$ cat config.mk
export PLATFORM = sky130hd
export DESIGN_NAME = xlate_tlb
export DESIGN_NICKNAME = d
export VERILOG_FILES = /design/src/rtl/xtlb_pkg.sv /design/src/rtl/xtlb_match.sv /design/src/rtl/xtlb_lru.sv /design/src/rtl/xlate_tlb.sv
export SDC_FILE = /design/constraint.sdc
export NUM_CORES = 1
export LEC_CHECK = 0
export ABC_AREA = 1
export BUFFER_PORTS_ARGS = -buffer_cell sky130_fd_sc_hd__buf_2
export CAP_MARGIN = 20
export CORE_AREA = 2 2 151 264
export CTS_CLUSTER_DIAMETER = 80
export CTS_CLUSTER_SIZE = 28
export DETAILED_ROUTE_END_ITERATION = 12
export DIE_AREA = 0 0 153 266
export PLACE_DENSITY_LB_ADDON = 0.25
export SETUP_SLACK_MARGIN = 0.15
export SKIP_CTS_REPAIR_TIMING = 1
export SLEW_MARGIN = 20
export SYNTH_ARGS = -nofsm -noshare
export SYNTH_HDL_FRONTEND = slang
export SYNTH_SLANG_ARGS = --single-unit
$ cat constraint.sdc
create_clock -name clk -period 6.55 [get_ports clk]
set_clock_uncertainty 0.1 [all_clocks]
set_input_delay 0 -clock clk [delete_from_list [all_inputs] [get_ports clk]]
set_output_delay 0 -clock clk [all_outputs]
set_load 0.005 [all_outputs]
$ cat src/rtl/xtlb_pkg.sv
package xtlb_pkg;
  localparam int ADDR_W = 32;
  localparam logic [1:0] SZ_4K  = 2'd0;
  localparam logic [1:0] SZ_64K = 2'd1;
  localparam logic [1:0] SZ_1M  = 2'd2;

  // Bits set where the page number lives for a given size code.
  function automatic logic [ADDR_W-1:0] page_mask(input logic [1:0] sz);
    logic [ADDR_W-1:0] m;
    case (sz)
      SZ_64K:  m = {{(ADDR_W-16){1'b1}}, 16'h0};
      SZ_1M:   m = {{(ADDR_W-20){1'b1}}, 20'h0};
      default: m = {{(ADDR_W-12){1'b1}}, 12'h0};
    endcase
    return m;
  endfunction
endpackage

$ cat src/rtl/xtlb_match.sv
module xtlb_match
  import xtlb_pkg::*;
(
  input  logic              ent_valid,
  input  logic [ADDR_W-1:0] ent_va,
  input  logic [1:0]        ent_size,
  input  logic [ADDR_W-1:0] probe_va,
  output logic              match
);
  logic [ADDR_W-1:0] mask;
  assign mask  = page_mask(ent_size);
  assign match = ent_valid && (((ent_va ^ probe_va) & mask) == '0);
endmodule

$ cat src/rtl/xtlb_lru.sv
module xtlb_lru #(
  parameter int ENTRIES = 8,
  localparam int IDX_W = $clog2(ENTRIES)
) (
  input  logic             clk,
  input  logic             rst,
  input  logic             touch_en,
  input  logic [IDX_W-1:0] touch_idx,
  output logic [IDX_W-1:0] oldest_idx
);
  logic [IDX_W-1:0] age_q [ENTRIES];

  always_ff @(posedge clk) begin
    if (rst) begin
      for (int i = 0; i < ENTRIES; i++) age_q[i] <= IDX_W'(i);
    end else if (touch_en) begin
      for (int i = 0; i < ENTRIES; i++) begin
        if (IDX_W'(i) == touch_idx)         age_q[i] <= '0;
        else if (age_q[i] < age_q[touch_idx]) age_q[i] <= age_q[i] + 1'b1;
      end
    end
  end

  always_comb begin
    oldest_idx = '0;
    for (int i = 0; i < ENTRIES; i++)
      if (age_q[i] == IDX_W'(ENTRIES-1)) oldest_idx = IDX_W'(i);
  end
endmodule

$ cat src/rtl/xlate_tlb.sv
module xlate_tlb
  import xtlb_pkg::*;
#(
  parameter int ENTRIES = 8,
  localparam int IDX_W = $clog2(ENTRIES)
) (
  input  logic              clk,
  input  logic              rst,
  input  logic              lk_valid,
  input  logic              lk_write,
  input  logic [ADDR_W-1:0] lk_vaddr,
  output logic              lk_hit,
  output logic [ADDR_W-1:0] lk_paddr,
  output logic              walk_req,
  input  logic              fill_valid,
  input  logic [ADDR_W-1:0] fill_vaddr,
  input  logic [ADDR_W-1:0] fill_paddr,
  input  logic [1:0]        fill_size,
  input  logic              flush_all,
  input  logic              flush_ent_wr,
  input  logic [ADDR_W-1:0] flush_ent_data,
  input  logic              ptbase_wr,
  output logic              mh_rd_fault,
  output logic              mh_wr_fault
);
  logic [ADDR_W-1:0] va_q [ENTRIES];
  logic [ADDR_W-1:0] pa_q [ENTRIES];
  logic [1:0]        sz_q [ENTRIES];
  logic [ENTRIES-1:0] vld_q;

  logic [ENTRIES-1:0] lk_match, fl_match;
  logic [ADDR_W-1:0]  fl_addr;
  assign fl_addr = {flush_ent_data[ADDR_W-1:12], 12'h0};

  for (genvar g = 0; g < ENTRIES; g++) begin : g_ent
    xtlb_match u_lk (.ent_valid(vld_q[g]), .ent_va(va_q[g]), .ent_size(sz_q[g]),
                     .probe_va(lk_vaddr), .match(lk_match[g]));
    xtlb_match u_fl (.ent_valid(vld_q[g]), .ent_va(va_q[g]), .ent_size(sz_q[g]),
                     .probe_va(fl_addr), .match(fl_match[g]));
  end

  // Hit encode and match count
  logic [IDX_W-1:0]   hit_idx;
  logic [IDX_W:0]     hit_cnt;
  always_comb begin
    hit_idx = '0;
    hit_cnt = '0;
    for (int i = 0; i < ENTRIES; i++) begin
      if (lk_match[i]) begin
        hit_idx = IDX_W'(i);
        hit_cnt = hit_cnt + 1'b1;
      end
    end
  end

  logic single_hit, multi_hit;
  assign single_hit = lk_valid && (hit_cnt == 1);
  assign multi_hit  = lk_valid && (hit_cnt > 1);
  assign lk_hit     = single_hit;
  assign walk_req   = lk_valid && (hit_cnt == 0);

  logic [ADDR_W-1:0] hit_mask;
  assign hit_mask = page_mask(sz_q[hit_idx]);
  assign lk_paddr = (pa_q[hit_idx] & hit_mask) | (lk_vaddr & ~hit_mask);

  // Victim choice: lowest empty entry, else least recently used
  logic [IDX_W-1:0] lru_idx, victim;
  logic             any_free;
  always_comb begin
    any_free = 1'b0;
    victim   = lru_idx;
    for (int i = ENTRIES-1; i >= 0; i--) begin
      if (!vld_q[i]) begin
        any_free = 1'b1;
        victim   = IDX_W'(i);
      end
    end
  end

  logic flush_any, fe_go, fill_go;
  assign fe_go     = flush_ent_wr && flush_ent_data[0];
  assign flush_any = flush_all || ptbase_wr || fe_go;
  assign fill_go   = fill_valid && !flush_any;

  xtlb_lru #(.ENTRIES(ENTRIES)) u_lru (
    .clk(clk), .rst(rst),
    .touch_en(fill_go || (single_hit && !flush_any)),
    .touch_idx(fill_go ? victim : hit_idx),
    .oldest_idx(lru_idx)
  );

  always_ff @(posedge clk) begin
    if (rst) begin
      vld_q <= '0;
    end else if (flush_all || ptbase_wr) begin
      vld_q <= '0;
    end else if (fe_go) begin
      vld_q <= vld_q & ~fl_match;
    end else if (fill_go) begin
      vld_q[victim] <= 1'b1;
    end
  end

  // Entry payload, no reset: qualified by vld_q
  always_ff @(posedge clk) begin
    if (fill_go) begin
      va_q[victim] <= fill_vaddr & page_mask(fill_size);
      pa_q[victim] <= fill_paddr & page_mask(fill_size);
      sz_q[victim] <= fill_size;
    end
  end

  always_ff @(posedge clk) begin
    if (rst) begin
      mh_rd_fault <= 1'b0;
      mh_wr_fault <= 1'b0;
    end else begin
      mh_rd_fault <= multi_hit && !lk_write;
      mh_wr_fault <= multi_hit && lk_write;
    end
  end

  logic unused_free;
  assign unused_free = any_free;
endmodule

==> results.json <==
{
  "synthSimpleGateAreaFrac_pct": 21.9,
  "drive_gt1_share_pct": 11.0,
  "final_max_slew_viol_count": 0,
  "ir_worst_vdd_v": 0.000231,
  "slew_headroom_pct": 28.8,
  "hold_class": "input pin to flop",
  "p_comb_share_pct": 10.2,
  "layout_common_cells": "nand2_1 (457), edfxtp_1 (360), nor2_1 (274)",
  "antenna_left": 0,
  "synth_xor_area_share_pct": 8.66,
  "seq_power_share_pct": 60.7,
  "start_kind": "flop",
  "cts-root-buf": "clkbuf_16",
  "fin_crit_ps": 6030,
  "globalRouteTotalUtil_pct": 31.0,
  "setup_viol": 0,
  "rsz0062_at_grt": "true",
  "outcome": "complete, no violations",
  "reg2reg_slack_ps": 520,
  "globalRoute.totalOverflow": 0,
  "fin_hold_ws_ps": 22.8,
  "cp_max_fo": 20,
  "ys_seq_elements": 370,
  "die_w_um": 153,
  "clkPwrFrac_pct": 29.1,
  "crit_path_top_delay_cell": "edfxtp_1",
  "routed-via-count": 16500,
  "synth_compound_area_share_pct": 7.31,
  "cap_violations": 0,
  "netSwitchingFraction_pct": 24.1,
  "drt_iter0_drc": 1134,
  "die_h_um": 266,
  "power.switching_mw": 1.04,
  "core.rowCount": 96,
  "cts_sinks": 370,
  "final.setup.tns_ps": 0,
  "synthAdderAreaFrac_pct": 2.87,
  "synth_top_family_by_area": "simple AND/OR/NAND/NOR gates",
  "crit_top_cell": "ha_1",
  "cts_tree": "built",
  "p_int_mw": 3.28,
  "grt_pass1_wl_um": 94500,
  "synth-main-ff-cell": "edfxtp_1",
  "drtPass1Iterations": 6,
  "final_common_cell": "nand2_1",
  "start_util_pct": 54.0,
  "fmax_ghz": 0.166,
  "path_clk_slew_ps": 110,
  "dieArea_mm2": 0.0407,
  "nFillCells": 3350,
  "worstSkewPairLatency_ps": 550,
  "grt_pass1_vias": 16300,
  "max_slew.worst_pin.slew_ps": 1050,
  "io_buffers": 114,
  "hold_violations": 0,
  "yosysWarningCount": 0,
  "antenna_found_initial": 1,
  "arrival_ps": 6180,
  "nets": 2562,
  "avgSynthCellArea_um2": 9.32,
  "core_mm2": 0.0388,
  "place_congestion": 0.964,
  "netlist_area_mm2": 0.0209,
  "critPathMaxStageDelay_ps": 420,
  "critPathKind": "flop to flop",
  "wl_per_cell_um": 22.4,
  "io_pins": 174,
  "cts_max_level": 1,
  "netlist_instances": 2247,
  "wl_um": 64400,
  "p_leak_nw": 9.22,
  "synth_edf_count": 360,
  "via_per_inst": 5.75,
  "required_ps": 6690,
  "yosysUniqueCellTypes": 62,
  "numCtsBuffers": 17,
  "power.total_mw": 4.32,
  "muxShareOfSynthArea_pct": 0.0478,
  "dpl.hpwl_um": 46300,
  "area_growth_pct": 9.78,
  "cp-end-kind": "flop",
  "power_density_mw_per_mm2": 188,
  "fin_crit_sh_pct": 92.1,
  "grt_max_degree": 92,
  "syn_nets": 2433,
  "clockBufferDepth": 3,
  "async_flop_share_pct": 0,
  "ys_seq_area_share_pct": 52.6,
  "route.detailed.drc": 0
}
==> final timing paths <==
check                   startpoint                         endpoint  depth (start not counted)
min                            rst  u_lru.age_q[4][2]$_SDFFCE_PN1P_                          5
max           sz_q[0][1]$_DFFE_PP_  u_lru.age_q[3][2]$_SDFFCE_PN0P_                         32
max reg2reg   sz_q[0][1]$_DFFE_PP_  u_lru.age_q[3][2]$_SDFFCE_PN0P_                         32
min reg2reg  vld_q[7]$_SDFFE_PP0P_            vld_q[7]$_SDFFE_PP0P_                          2
==> per-stage QoR <==
step / std cells / setup slack [ps] / area [um2] / util (%)
floorplan: 2247 / 159 / 20900 / -
global placement: 2784 / 561 / 21800 / 56.3
detailed placement: 2784 / 445 / 21800 / 56.3
CTS: 2808 / 432 / 22300 / 57.6
global route: 2872 / 130 / 23000 / 59.3
finish: 2872 / 517 / 23000 / 59.3
==> cells in the mapped netlist (2+ instances only) <==
| library cell | instances | area (um2) |
|---|---|---|
| a221oi_1 | 6 | 52.6 |
| inv_1 | 211 | 792 |
| nor4_1 | 21 | 131 |
| a211o_1 | 4 | 35.0 |
| nor3_1 | 22 | 110 |
| o21bai_1 | 5 | 37.5 |
| o22ai_1 | 51 | 319 |
| nor2_1 | 277 | 1040 |
| nand4_1 | 40 | 250 |
| o221ai_1 | 2 | 17.5 |
| nand3_2 | 9 | 90.1 |
| nor3b_1 | 3 | 22.5 |
| o21ai_1 | 2 | 10.0 |
| o41ai_1 | 5 | 43.8 |
| a41oi_1 | 6 | 52.6 |
| a211oi_1 | 2 | 15.0 |
| dfxtp_1 | 10 | 200 |
| buf_4 | 21 | 158 |
| xor2_1 | 81 | 709 |
| clkbuf_1 | 53 | 199 |
| inv_2 | 17 | 63.8 |
| nor2_2 | 9 | 56.3 |
| o211ai_1 | 3 | 22.5 |
| or2_1 | 9 | 56.3 |
| buf_2 | 4 | 20.0 |
| a21o_1 | 2 | 15.0 |
| edfxtp_1 | 360 | 10800 |
| nor2_4 | 4 | 45.0 |
| nand2_1 | 459 | 1720 |
| ha_1 | 48 | 601 |
| and2_1 | 5 | 31.3 |
| buf_1 | 2 | 7.51 |
| or2_2 | 16 | 100 |
| a32o_1 | 2 | 20.0 |
| nand2_4 | 4 | 45.0 |
| a31oi_1 | 2 | 12.5 |
| o21ai_0 | 128 | 641 |
| xnor2_1 | 126 | 1100 |
| buf_6 | 11 | 124 |
| nand3_1 | 129 | 646 |
| nand2_2 | 20 | 125 |
| a21oi_2 | 2 | 17.5 |
| a21oi_1 | 35 | 175 |
==> power by group through the flow <==
stage / sequential [mW] / clock (mW) / combinational (mW)
6_report: 2.62 / 1.26 / 0.443
4_1_cts: 2.62 / 1.27 / 0.408
5_1_grt: 2.63 / 1.34 / 0.484
3_5_place_dp: 2.68 / 0 / 0.406
3_3_place_gp: 2.68 / 0 / 0.395
2_1_floorplan: 2.68 / 0 / 0.264
==> cell type report <==
type,count,area [um2],share of cell area (%)
Sequential cell,370,11000,47.9
Multi-Input combinational cell,1554,8600,37.4
Timing Repair Buffer,202,1400,6.08
Inverter,231,871,3.79
Tap cell,490,613,2.67
Clock buffer,21,462,2.01
Clock inverter,3,28.8,0.125
Antenna cell,1,2.50,0.0109
==> cells by family (layout without fill, tap and decap cells) <==
group | Yosys count | after routing
compound gates | 262 | 262
xor+xnor | 207 | 207
fa+ha+maj | 48 | 48
buf+inv | 323 | 457
flops | 370 | 370
mux | 1 | 1
other cells | 0 | 1
simple gates | 1036 | 1036
==> flip-flops by register name, summed over array words and instances, names as in the netlist <==
name and count:
vld_q 8, mh_wr_fault 1, mh_rd_fault 1, u_lru.age_q 24
pa_q 160, sz_q 16, va_q 160
==> worst max-delay path: cells and delay by family (launching register included) <==
| family | cells | cell delay (ps) |
|---|---|---|
| buf+inv | 4 | 260 |
| simple gates | 17 | 2580 |
| flops | 1 | 420 |
| fa+ha+maj | 6 | 1850 |
| xor+xnor | 1 | 120 |
| compound gates | 4 | 390 |
==> routing by layer <==
layer,share of wire [%],GRT usage [%],vias to the layer above
li1,-,-,7786
met1,34,31.8,7869
met2,53,57.6,645
met3,5.2,3.51,213
met4,8.4,22.6,0
met5,0,0,-
Note: power is estimated with default switching activity, not from simulation.
